[src/rtl/scan_irq_pkg.sv]
package scan_irq_pkg;
  localparam int unsigned VT1_LSB  = 16;
  localparam int unsigned VT2_LSB  = 0;
  localparam int unsigned HLN_LSB  = 0;
  localparam int unsigned HMODE_LSB = 12;
  localparam int unsigned HPOS_LSB = 16;

  typedef enum logic {HM_FRAME = 1'b0, HM_REPEAT = 1'b1} hmode_e;

  // Bring t into 1..half by repeated subtraction of half (closed form).
  function automatic logic [15:0] wrap_line(input logic [15:0] t, input logic [15:0] half);
    if (half == '0 || t <= half) return t;
    return ((t - 16'd1) % half) + 16'd1;
  endfunction
endpackage

[src/rtl/scan_match.sv]
module scan_match #(
  parameter int unsigned LINE_W = 10
) (
  input  logic              clk_i,
  input  logic              rst_ni,
  input  logic [LINE_W-1:0] tgt_i,
  input  logic [LINE_W-1:0] line_i,
  input  logic              field_odd_i,
  input  logic [LINE_W:0]   total_lines_i,
  input  logic              at_pixel_i,
  output logic              rise_o,
  output logic              pulse_o
);
  logic [LINE_W:0] mapped;
  logic            hit, hit_q;

  assign mapped = {tgt_i, field_odd_i};
  assign hit    = at_pixel_i && (mapped < total_lines_i) && (mapped == {1'b0, line_i});
  assign rise_o = hit && !hit_q;

  always_ff @(posedge clk_i or negedge rst_ni) begin
    if (!rst_ni) begin
      hit_q   <= 1'b0;
      pulse_o <= 1'b0;
    end else begin
      hit_q   <= hit;
      pulse_o <= rise_o;
    end
  end
endmodule

[src/rtl/scan_hpos_ctl.sv]
module scan_hpos_ctl
  import scan_irq_pkg::*;
#(
  parameter int unsigned LINE_W = 10,
  parameter int unsigned PIX_W  = 10
) (
  input  logic              clk_i,
  input  logic              rst_ni,
  input  logic              we_i,
  input  logic [31:0]       wdata_i,
  input  logic [LINE_W-1:0] line_i,
  input  logic [LINE_W:0]   total_lines_i,
  input  logic [PIX_W:0]    line_len_i,
  input  logic              fire_i,
  output logic [LINE_W-1:0] tgt_o,
  output logic [PIX_W:0]    pos_o
);
  logic [LINE_W-1:0] tgt_q, step_q;
  logic [PIX_W-1:0]  pos_q;
  hmode_e            mode_q;

  logic [LINE_W-1:0] w_line;
  logic [1:0]        w_mode;
  logic [PIX_W-1:0]  w_pos;
  logic [LINE_W-1:0] w_step;
  logic [15:0]       half, start_t, next_t;

  assign w_line = wdata_i[HLN_LSB +: LINE_W];
  assign w_mode = wdata_i[HMODE_LSB +: 2];
  assign w_pos  = wdata_i[HPOS_LSB +: PIX_W];
  assign w_step = (w_mode == 2'd2) ? LINE_W'(1) : w_line;

  assign half    = 16'(total_lines_i >> 1);
  assign start_t = wrap_line(16'(line_i >> 1) + 16'(w_step), half);
  assign next_t  = wrap_line(16'(tgt_q) + 16'(step_q), half);

  always_ff @(posedge clk_i or negedge rst_ni) begin
    if (!rst_ni) begin
      tgt_q  <= '0;
      step_q <= '0;
      pos_q  <= '0;
      mode_q <= HM_FRAME;
    end else if (we_i) begin
      pos_q <= w_pos;
      if (w_mode == 2'd1 || w_mode == 2'd2) begin
        mode_q <= HM_REPEAT;
        step_q <= w_step;
        tgt_q  <= LINE_W'(start_t);
      end else begin
        mode_q <= HM_FRAME;
        step_q <= '0;
        tgt_q  <= w_line;
      end
    end else if (fire_i && mode_q == HM_REPEAT) begin
      tgt_q <= LINE_W'(next_t);
    end
  end

  assign tgt_o = tgt_q;
  assign pos_o = ({1'b0, pos_q} >= line_len_i) ? line_len_i - 1'b1 : {1'b0, pos_q};
endmodule

[src/rtl/scan_irq_top.sv]
module scan_irq_top
  import scan_irq_pkg::*;
#(
  parameter int unsigned LINE_W = 10,
  parameter int unsigned PIX_W  = 10
) (
  input  logic              clk_i,
  input  logic              rst_ni,
  input  logic [LINE_W-1:0] line_i,
  input  logic              field_odd_i,
  input  logic [PIX_W-1:0]  pixel_i,
  input  logic [LINE_W:0]   total_lines_i,
  input  logic [PIX_W:0]    line_len_i,
  input  logic              vcmp_we_i,
  input  logic              hcmp_we_i,
  input  logic [31:0]       wdata_i,
  output logic              scanline1_o,
  output logic              scanline2_o,
  output logic              hpos_o
);
  localparam int unsigned NUM_V = 2;
  localparam int unsigned V_LSB [NUM_V] = '{VT1_LSB, VT2_LSB};

  logic [LINE_W-1:0] vtgt_q [NUM_V];
  logic [NUM_V-1:0]  v_pulse;
  logic              pix_zero;

  assign pix_zero = (pixel_i == '0);

  for (genvar g = 0; g < NUM_V; g++) begin : g_vch
    always_ff @(posedge clk_i or negedge rst_ni) begin
      if (!rst_ni)        vtgt_q[g] <= '0;
      else if (vcmp_we_i) vtgt_q[g] <= wdata_i[V_LSB[g] +: LINE_W];
    end

    logic unused_rise;
    scan_match #(.LINE_W(LINE_W)) u_vm (
      .clk_i, .rst_ni,
      .tgt_i(vtgt_q[g]), .line_i, .field_odd_i, .total_lines_i,
      .at_pixel_i(pix_zero), .rise_o(unused_rise), .pulse_o(v_pulse[g])
    );
  end

  assign scanline1_o = v_pulse[0];
  assign scanline2_o = v_pulse[1];

  logic [LINE_W-1:0] h_tgt;
  logic [PIX_W:0]    h_pos;
  logic              h_rise;

  scan_hpos_ctl #(.LINE_W(LINE_W), .PIX_W(PIX_W)) u_hctl (
    .clk_i, .rst_ni, .we_i(hcmp_we_i), .wdata_i, .line_i, .total_lines_i,
    .line_len_i, .fire_i(h_rise), .tgt_o(h_tgt), .pos_o(h_pos)
  );

  scan_match #(.LINE_W(LINE_W)) u_hm (
    .clk_i, .rst_ni,
    .tgt_i(h_tgt), .line_i, .field_odd_i, .total_lines_i,
    .at_pixel_i({1'b0, pixel_i} == h_pos), .rise_o(h_rise), .pulse_o(hpos_o)
  );
endmodule

[config.mk]
export PLATFORM = sky130hd
export DESIGN_NAME = scan_irq_top
export DESIGN_NICKNAME = d
export VERILOG_FILES = /design/src/rtl/scan_irq_pkg.sv /design/src/rtl/scan_match.sv /design/src/rtl/scan_hpos_ctl.sv /design/src/rtl/scan_irq_top.sv
export SDC_FILE = /design/constraint.sdc
export NUM_CORES = 1
export LEC_CHECK = 0
export BUFFER_PORTS_ARGS = -buffer_cell sky130_fd_sc_hd__buf_2
export CAP_MARGIN = 10
export CORE_ASPECT_RATIO = 1.4
export CORE_MARGIN = 3
export CORE_UTILIZATION = 35
export CTS_BUF_LIST = sky130_fd_sc_hd__clkbuf_4 sky130_fd_sc_hd__clkbuf_8 sky130_fd_sc_hd__clkbuf_16
export CTS_CLUSTER_SIZE = 16
export DETAILED_ROUTE_END_ITERATION = 12
export PLACE_DENSITY_LB_ADDON = 0.08
export RECOVER_POWER = 25
export SKIP_CTS_REPAIR_TIMING = 1
export SYNTH_ARGS = -nofsm -noshare
export SYNTH_HDL_FRONTEND = slang
export SYNTH_SLANG_ARGS = --single-unit
export TNS_END_PERCENT = 50
[constraint.sdc]
create_clock -name clk_i -period 62.4 [get_ports clk_i]
set_input_delay 9.36 -clock clk_i [delete_from_list [all_inputs] [get_ports clk_i]]
set_output_delay 9.36 -clock clk_i [all_outputs]
set_load 0.02 [all_outputs]
; ---- Word-level counts from Yosys, hierarchy flattened
; Index checks and enable logic that the tools add are counted.
[op_classes]
add_sub_neg = 7
n_reduce_logical = 19
n_div = 2
mux = 13
eq_ne = 6
n_lt_le_gt_ge = 6
[op_table]
columns = cell, count
row1 = 10-bit two-way mux, 9
row2 = 11-bit by 10-bit equality test with 1-bit output, 3
row3 = 11-bit less-than comparator, 3
row4 = 16-bit by 10-bit remainder unit with 16-bit output, 2
row5 = "11-bit by 1-bit subtractor with 12-bit output, second input constant", 2
row6 = 11-bit by 10-bit <= comparator with 1-bit output, 2
row7 = "10-bit by 1-bit adder with 10-bit output, second input constant", 2
row8 = 16-bit logical NOT, 1
row9 = 10-bit by 10-bit adder with 11-bit output, 1
row10 = 9-bit by 10-bit adder with 11-bit output, 1
row11 = 10-bit by 11-bit equality test with 1-bit output, 1
row12 = 10-bit by 11-bit greater-or-equal comparator with 1-bit output, 1
row13 = 11-bit two-way mux, 1
row14 = "11-bit by 1-bit subtractor with 11-bit output, second input constant", 1
row15 = 1-bit logical AND, 10
row16 = 10-bit logical NOT, 1
row17 = 1-bit logical NOT, 3
row18 = 1-bit logical OR, 3
row19 = 1-bit two-way mux, 3
row20 = "2-bit by 1-bit equality test with 1-bit output, second input constant", 1
row21 = "2-bit equality test, second input constant", 1
row22 = 2-bit nonzero test, 1
[word_totals]
word_cells = 65
output_inout_bits = 3
regBits = 57

; ---- Longest topological paths before layout
; Gate-level depths: netlist (run 1).
[depth]
ltp_word = 9
depth_mapped = 196
ltp_nobuf = 182

; ---- Modules after synthesis
; From an unflattened synthesis (run 1), not the netlist that was laid out.
[unflattened]
hier_cells = 2669
area_unflattened_um2 = 20150.6
[modules_own_cells]
columns = module, n_inst, area_each_um2, cells_per_inst
row1 = scan_hpos_ctl, 1, 17918.4, 2457
row2 = scan_match, 3, 451.7, 51
row3 = scan_irq_top, 1, 877.1, 59

; ---- Least setup slack after synthesis (run 1)
; No wires, ideal clock.
[synth_path]
path_kind = input to register
start = in wdata_i[12]
end = reg u_hctl.tgt_q[6], in the netlist u_hctl.tgt_o[6]
t_arrival_ns = 44.391
required_ns = 62.331
path_stages = 185
path_slack_ns = 17.941
path_cell_list = inv_1 ha_1 buf_2 or2_2 ha_1 fa_1 maj3_2 nand2_1 nand3_1 a311oi_2 xnor2_2 a211oi_1 and2_1 clkbuf_1 inv_1 ha_1 nand3_1 nor4_1 [... 149 more ...] o21ai_0 nand2b_1 a211oi_1 o21ai_0 a21o_1 a21oi_1 o211a_1 o2111ai_1 clkbuf_1 mux2i_1 ha_1 inv_1 nor3_1 nand2_1 xor2_1 and4_1 or3_1 nand3_1
[synth_between]
elab_chain_len = 9
word_cells_on_any_way = 15
[synth_rtl]
columns = item, line_no
row1 = from (decl), scan_irq_top.sv:16  ; input logic [31:0] wdata_i,
row2 = 2-bit equality test, "scan_hpos_ctl.sv:31, scan_hpos_ctl.sv:45"
row3 = 10-bit two-way mux, scan_hpos_ctl.sv:31  ; assign w_step = (w_mode == 2'd2) ? LINE_W'(1) : w_line;
row4 = 9-bit by 10-bit adder with 11-bit output, scan_hpos_ctl.sv:34  ; assign start_t = wrap_line(16'(line_i >> 1) + 16'(w_step), half);
row5 = 11-bit by 1-bit subtractor with 12-bit output / 11-bit by 10-bit <= comparator with 1-bit output (equally long branches), "scan_irq_pkg.sv:13, scan_irq_pkg.sv:12"
row6 = 16-bit by 10-bit remainder unit with 16-bit output / 1-bit logical OR (equally long branches), "scan_irq_pkg.sv:13, scan_irq_pkg.sv:12"
row7 = 10-bit by 1-bit adder with 10-bit output / 1-bit two-way mux (equally long branches), "scan_irq_pkg.sv:13, scan_irq_pkg.sv:12"
row8 = 10-bit two-way mux, scan_irq_pkg.sv:13  ; return ((t - 16'd1) % half) + 16'd1;
row9 = 10-bit two-way mux (*), scan_hpos_ctl.sv:45  ; if (w_mode == 2'd1 || w_mode == 2'd2) begin
row10 = 10-bit two-way mux (*), scan_hpos_ctl.sv:43  ; end else if (we_i) begin
row11 = to (signal assigned), scan_hpos_ctl.sv:48  ; tgt_q <= LINE_W'(start_t);
row12 = to (signal assigned), scan_hpos_ctl.sv:52  ; tgt_q <= w_line;
row13 = to (signal assigned), scan_hpos_ctl.sv:55  ; tgt_q <= LINE_W'(next_t);
row14 = to (decl), scan_hpos_ctl.sv:18  ; logic [LINE_W-1:0] tgt_q, step_q;
; Mark *: on every way between the ends. The rest lies on a longest branch, timed or not. The select of a mux whose other input is x is not followed.
; A chain may end at the register's enable or synchronous reset.

; ---- Final worst setup path (run 1)
; Same ends and word-level chain as after synthesis.

==> impl_metrics.toml, run 1 <==
[grt]
grt_max_degree = 58
grt_pass1_vias = 18800
antenna_found_initial = 0
grt_overflow = 0
grt_pass1_wl_mm = 102
track_usage_pct = 22.2

[sta]
worst_pin_slew_ns = 3.34
finalCritPeriodShare_pct = 81.9
rsz0062_at_grt = "false"
relSlewSlack_pct = -123
finClkSkew_ns = 0.0124
fmax_ghz = 0.0196
tns_ns = 0
setup_viol = 0
hold_violations = 0
post-route-min-period_ns = 51.11
drv_slew = 58

[synth]
muxShareOfSynthArea_pct = 9.53
synth_fa_ha_area_share_pct = 21.8
syn_area_sq_um = 19000
synthFlopType = "dfrtp_1"
netlist_top_cells_area = "ha_1 21%, dfrtp_1 7.5%, mux2_2 6.4%"
synth_top_family_by_area = "compound AO/OA/AOI/OAI gates"
syn_inst = 2508
seq_area_frac_synth_pct = 7.49
synth_seq_cells = 57
yosys.area.top_type_share_pct = 21.2
synth_edf_count = 0
synth_top_area_cell = "ha_1"
synth.net_count = 2914
synth-simple-area-share_pct = 23.5
ys_async_sr_fraction_pct = 100
synth_compound_area_share_pct = 24.7
ys_types = 103
synth_xor_area_share_pct = 9.72
yosys_warnings = 0
synth.avg_cell_area_sq_um = 7.59

[floorplan]
ios = 82
die_y_um = 282
start_util_pct = 35.6
dieArea_sq_um = 57300
dieWidth_um = 203
coreArea_sq_um = 53600
core.rowCount = 100

[layout]
layout-drive-gt1-share_pct = 11.2
multi_input_area_sq_um = 17000
seq_area_sq_um = 1430
syn_to_final_growth_pct = 8.32
nets = 2980
nFillCells = 5740
antennaDiodeCount = 0

[clock_tree]
tritoncts = "yes"
clock-sinks = 57
clk_pin_slew_worst_paths_ns = 0.06
cts-htree-levels = 3
clk_path_buf_depth = 2
clock_latency_ns = 0.33
clock_tree.root_cell = "clkbuf_16"
cts_buffers = 9

[detailed_routing]
via_count = 18900
wire_per_inst_um = 19.9
finalWirelength_mm = 65.4
drt_pass1_iterations = 5
drc = 0
viasPerCell = 5.75
drtIter0Drc = 797
ant_nets = 0

[critical_path]
worst_path_most_repeated_cell = "o21a_1"
path_class = "input port to flip-flop"
critPathRequiredTime_ns = 62.67
crit_fanout = 17
slowest_stage = "nor3_1"
crit_arrival_ns = 51.38
end_kind = "flip-flop"
startpoint_type = "input port"
worst_path_largest_cell_delay_ns = 0.79

[place]
portBuffers = 71
dp_hpwl_mm = 52.5
place_congestion = 0.877

[min_path]
min_path_type = "flip-flop to flip-flop"

[run_status]
violations = "max-capacitance violations, max-slew violations"
outcome = "finished, violations left"

[job]
maxCapViolations = 1
-- metrics by stage --
step	area [sq um]	cells	hold slack [ns]	setup slack [ns]	utilization (%)
after floorplan	19000	2508	0.378	17.94	-
after global placement	20300	3277	0.389	11.20	38.0
after detailed placement	20300	3277	0.387	10.79	38.0
after global routing	20600	3293	0.423	7.58	38.5
final	20600	3293	0.391	11.29	38.5
after CTS	20600	3293	0.395	11.03	38.5
-- cell usage after synthesis (all sizes together), types with 55 or more instances --
cell     n
mux2   110
xnor2  119
inv    115
xor2    88
dfrtp   57
nor3   119
nor2   206
a21oi  150
o21a   105
nand2  172
nor2b   55
a21o    78
mux2i   55
ha     323
nand3   62
o21ai  171
-- logic make-up (layout without fill, tap and decap cells) --
| group | after synthesis | after routing |
|---|---|---|
| muxes | 166 | 166 |
| and+or+nand+nor | 875 | 875 |
| xor gates and xnor gates | 208 | 208 |
| AOI/OAI and AO/OA | 713 | 713 |
| adders and majority gates | 329 | 329 |
| buffers and inverters | 160 | 231 |
| DFF | 57 | 57 |
-- critical path, delay by kind of cell --
kind	cells	cell delay, ns
buf+inv	9	0.94
xor+xnor	3	0.60
simple gates	52	12.86
compound gates	80	19.54
fa+ha+maj	20	6.10
mux	5	1.88
-- flip-flops by register name (all words and copies together), names as in the netlist --
| signal | flops |
|---|---|
| g_vch.u_vm.hit_q | 2 |
| g_vch.u_vm.pulse_o | 2 |
| u_hctl.mode_q | 1 |
| u_hctl.pos_q | 10 |
| u_hctl.step_q | 10 |
| u_hctl.tgt_o | 10 |
| u_hm.hit_q | 1 |
| u_hm.pulse_o | 1 |
| vtgt_q | 20 |
-- final cells by class --
type                    instances  area share, %
multi-input cells            2291           82.4
clock inverters                 6          0.327
well taps                     714           4.33
flip-flops and latches         57           6.91
inverters                     115           2.09
clock buffers                  10           1.16
repair buffers                100           2.76
-- layer usage --
| metal | vias up | GRT usage [%] | wire length, um |
|---|---|---|---|
| met3 | 91 | 1.22 | 1370 |
| li1 | 9508 | - | - |
| met4 | 0 | 7.72 | 2450 |
| met2 | 315 | 42.6 | 33700 |
| met5 | - | 0 | 0 |
| met1 | 9006 | 26.1 | 27900 |
-- cells in the final DEF, fill, tap and decap left out, types with 9 or more instances in the layout --
cell type / instances
xor2_1: 88
dfrtp_1: 57
nor2b_1: 54
nand2b_1: 49
o21a_1: 105
buf_4: 28
mux2_2: 109
a211o_1: 12
and3_1: 22
buf_2: 71
a21oi_1: 149
o211ai_1: 19
nand4_1: 29
a21o_1: 78
nor2_1: 206
o21ai_0: 156
nand2_1: 172
nand3_1: 62
nor4_1: 21
a31oi_1: 19
or3_1: 27
o21ai_1: 15
nor3_1: 117
and2_1: 26
o31a_1: 10
a211oi_1: 21
or2_2: 23
clkbuf_16: 9
a22oi_1: 10
ha_1: 323
mux2i_1: 55
o31ai_1: 22
nor3b_1: 10
inv_1: 108
xnor2_1: 117
-- path summary, 6_finish.rpt --
path	startpoint	to	slack (ns)	cells past startpoint
max in group asynchronous	rst_ni	u_hctl.tgt_o[1]	50.26	2
worst min-delay path	g_vch[0].u_vm.hit_q	g_vch[0].u_vm.pulse_o	0.39	1
worst max-delay path	wdata_i[12]	u_hctl.tgt_o[6]	11.29	169
worst max register to register	u_hctl.tgt_o[6]	u_hctl.tgt_o[8]	22.37	160
worst min register to register	g_vch[0].u_vm.hit_q	g_vch[0].u_vm.pulse_o	0.39	1
min in group asynchronous	rst_ni	u_hctl.pos_q[3]	10.25	2
Power of run 1 is left out: the tool's default activity adds up to more than one toggle a clock period on the data nets, which glitch-free logic cannot reach.
==> inputs of run 2 (changes only) <==
==> constraint.sdc (replaced) <==
create_clock -name clk_i -period 43.2 [get_ports clk_i]
set_input_delay 6.48 -clock clk_i [delete_from_list [all_inputs] [get_ports clk_i]]
set_output_delay 6.48 -clock clk_i [all_outputs]
set_load 0.02 [all_outputs]
==> run 2 against run 1 <==
The flow still finishes with violations (max-capacitance violations, max-slew violations). Final area increased by 6.9%. Clock-buffer cell count fell by 1. Sequential share of layout area is 0.44 points lower. Non-clock buffer count increased by 157. Core utilization is 2.6 points higher.
==> impl_metrics.toml, run 2 (synthesis gave the netlist of run 1 again) <==
[run_status]
outcome = "finished, violations left"
violations = "max-capacitance violations, max-slew violations"

[clock_tree]
clk_path_buf_depth = 2
clock_tree.root_cell = "clkbuf_16"
clk_pin_slew_worst_paths_ns = 0.06
clock-sinks = 57
cts-htree-levels = 3
clock_latency_ns = 0.33
tritoncts = "yes"
cts_buffers = 9

[critical_path]
crit_arrival_ns = 41.12
crit_buf_inv = 18
worst_path_most_repeated_cell = "o21a_1"
startpoint_type = "input port"
path_class = "input port to flip-flop"
worst_path_largest_cell_delay_ns = 0.64
critPathRequiredTime_ns = 43.47
crit_fanout = 12
crit_family = "compound AO/OA/AOI/OAI gates"
end_kind = "flip-flop"
slowest_stage = "or4_4"

[sta]
tns_ns = 0
finClkSkew_ns = 0.0111
fmax_ghz = 0.0245
finalCritPeriodShare_pct = 94.6
drv_slew = 58
relSlewSlack_pct = -113
post-route-min-period_ns = 40.85
worst_pin_slew_ns = 3.19
hold_violations = 0
setup_viol = 0

[grt]
track_usage_pct = 22.7
grt_pass1_wl_mm = 104
antenna_found_initial = 0
grt_pass1_vias = 19400
grt_max_degree = 58
grt_overflow = 0

[job]
maxCapViolations = 1

[min_path]
min_path_type = "flip-flop to flip-flop"

[floorplan]
dieWidth_um = 203
dieArea_sq_um = 57300
die_y_um = 282
core.rowCount = 100
ios = 82
start_util_pct = 35.6
coreArea_sq_um = 53600

[layout]
finalNonFillerCells = 3449
largest-register = "vtgt_q"
antennaDiodeCount = 0
final_common_cell = "ha_1"
layout-drive-gt1-share_pct = 17.8
largest_register_ffs = 20
syn_to_final_growth_pct = 15.8
stdcell_area_sq_um = 22000
final_cell_mix = "322 x ha_1, 203 x nor2_1, 185 x buf_4, 172 x nand2_1, 146 x o21ai_0"
nets = 3137

[place]
portBuffers = 71
place_congestion = 0.873
dpl_cell_area_sq_um = 21500
dp_hpwl_mm = 54.1
dp.cells = 3427

[detailed_routing]
finalWirelength_mm = 67.6
wire_per_inst_um = 19.6
drtIter0Drc = 764
via_count = 19500
ant_nets = 0
drc = 0
viasPerCell = 5.66
drt_pass1_iterations = 5
run 2: worst register-to-register path, delay by kind of cell, from the launching register on:
kind            cells  cell delay (ns)
compound gates     85            17.06
buf+inv            10             1.66
flops               1             0.52
fa+ha+maj          19             6.00
simple gates       38             8.19
mux                 7             2.12
xor+xnor            2             0.69
run 2: metal layers:
layer  wire (um)  part of all wire, %  track usage, %  vias up
met3        1970                  2.9            1.66      128
met2       34900                   52            43.7      347
met5           0                    0               0        -
met4        2700                  4.0            8.02        0
li1            -                    -               -     9809
met1       28100                   41            26.3     9235
run 2: area by class of cell:
| type | instances | area [sq um] |
|---|---|---|
| Fill cell | 5680 | 31500 |
| Multi-Input combinational cell | 2291 | 17300 |
| Timing Repair Buffer | 257 | 1750 |
| Sequential cell | 57 | 1430 |
| Tap cell | 714 | 893 |
| Inverter | 115 | 432 |
| Clock buffer | 9 | 225 |
| Clock inverter | 6 | 60.1 |
run 2: final timing paths:
check,from,endpoint,slack [ns],cells after the start
min,g_vch[0].u_vm.hit_q,g_vch[0].u_vm.pulse_o,0.39,1
max,wdata_i[12],u_hctl.tgt_o[6],2.35,184
min reg2reg,g_vch[0].u_vm.hit_q,g_vch[0].u_vm.pulse_o,0.39,1
max in group asynchronous,rst_ni,u_hctl.tgt_o[1],34.06,2
min in group asynchronous,rst_ni,vtgt_q[11],7.32,2
max reg2reg,u_hctl.tgt_o[0],u_hctl.tgt_o[8],6.83,161
run 2: through the flow:
stage               hold WS [ns]  setup WS [ns]  util [%]
floorplan                  0.378           1.62         -
global placement           0.391          0.298      40.1
detailed placement         0.391          0.260      40.1
CTS                        0.400          0.395      40.6
global route               0.424        -0.0975      41.2
finish                     0.395           2.35      41.2
Power of run 2 is left out for the same reason.
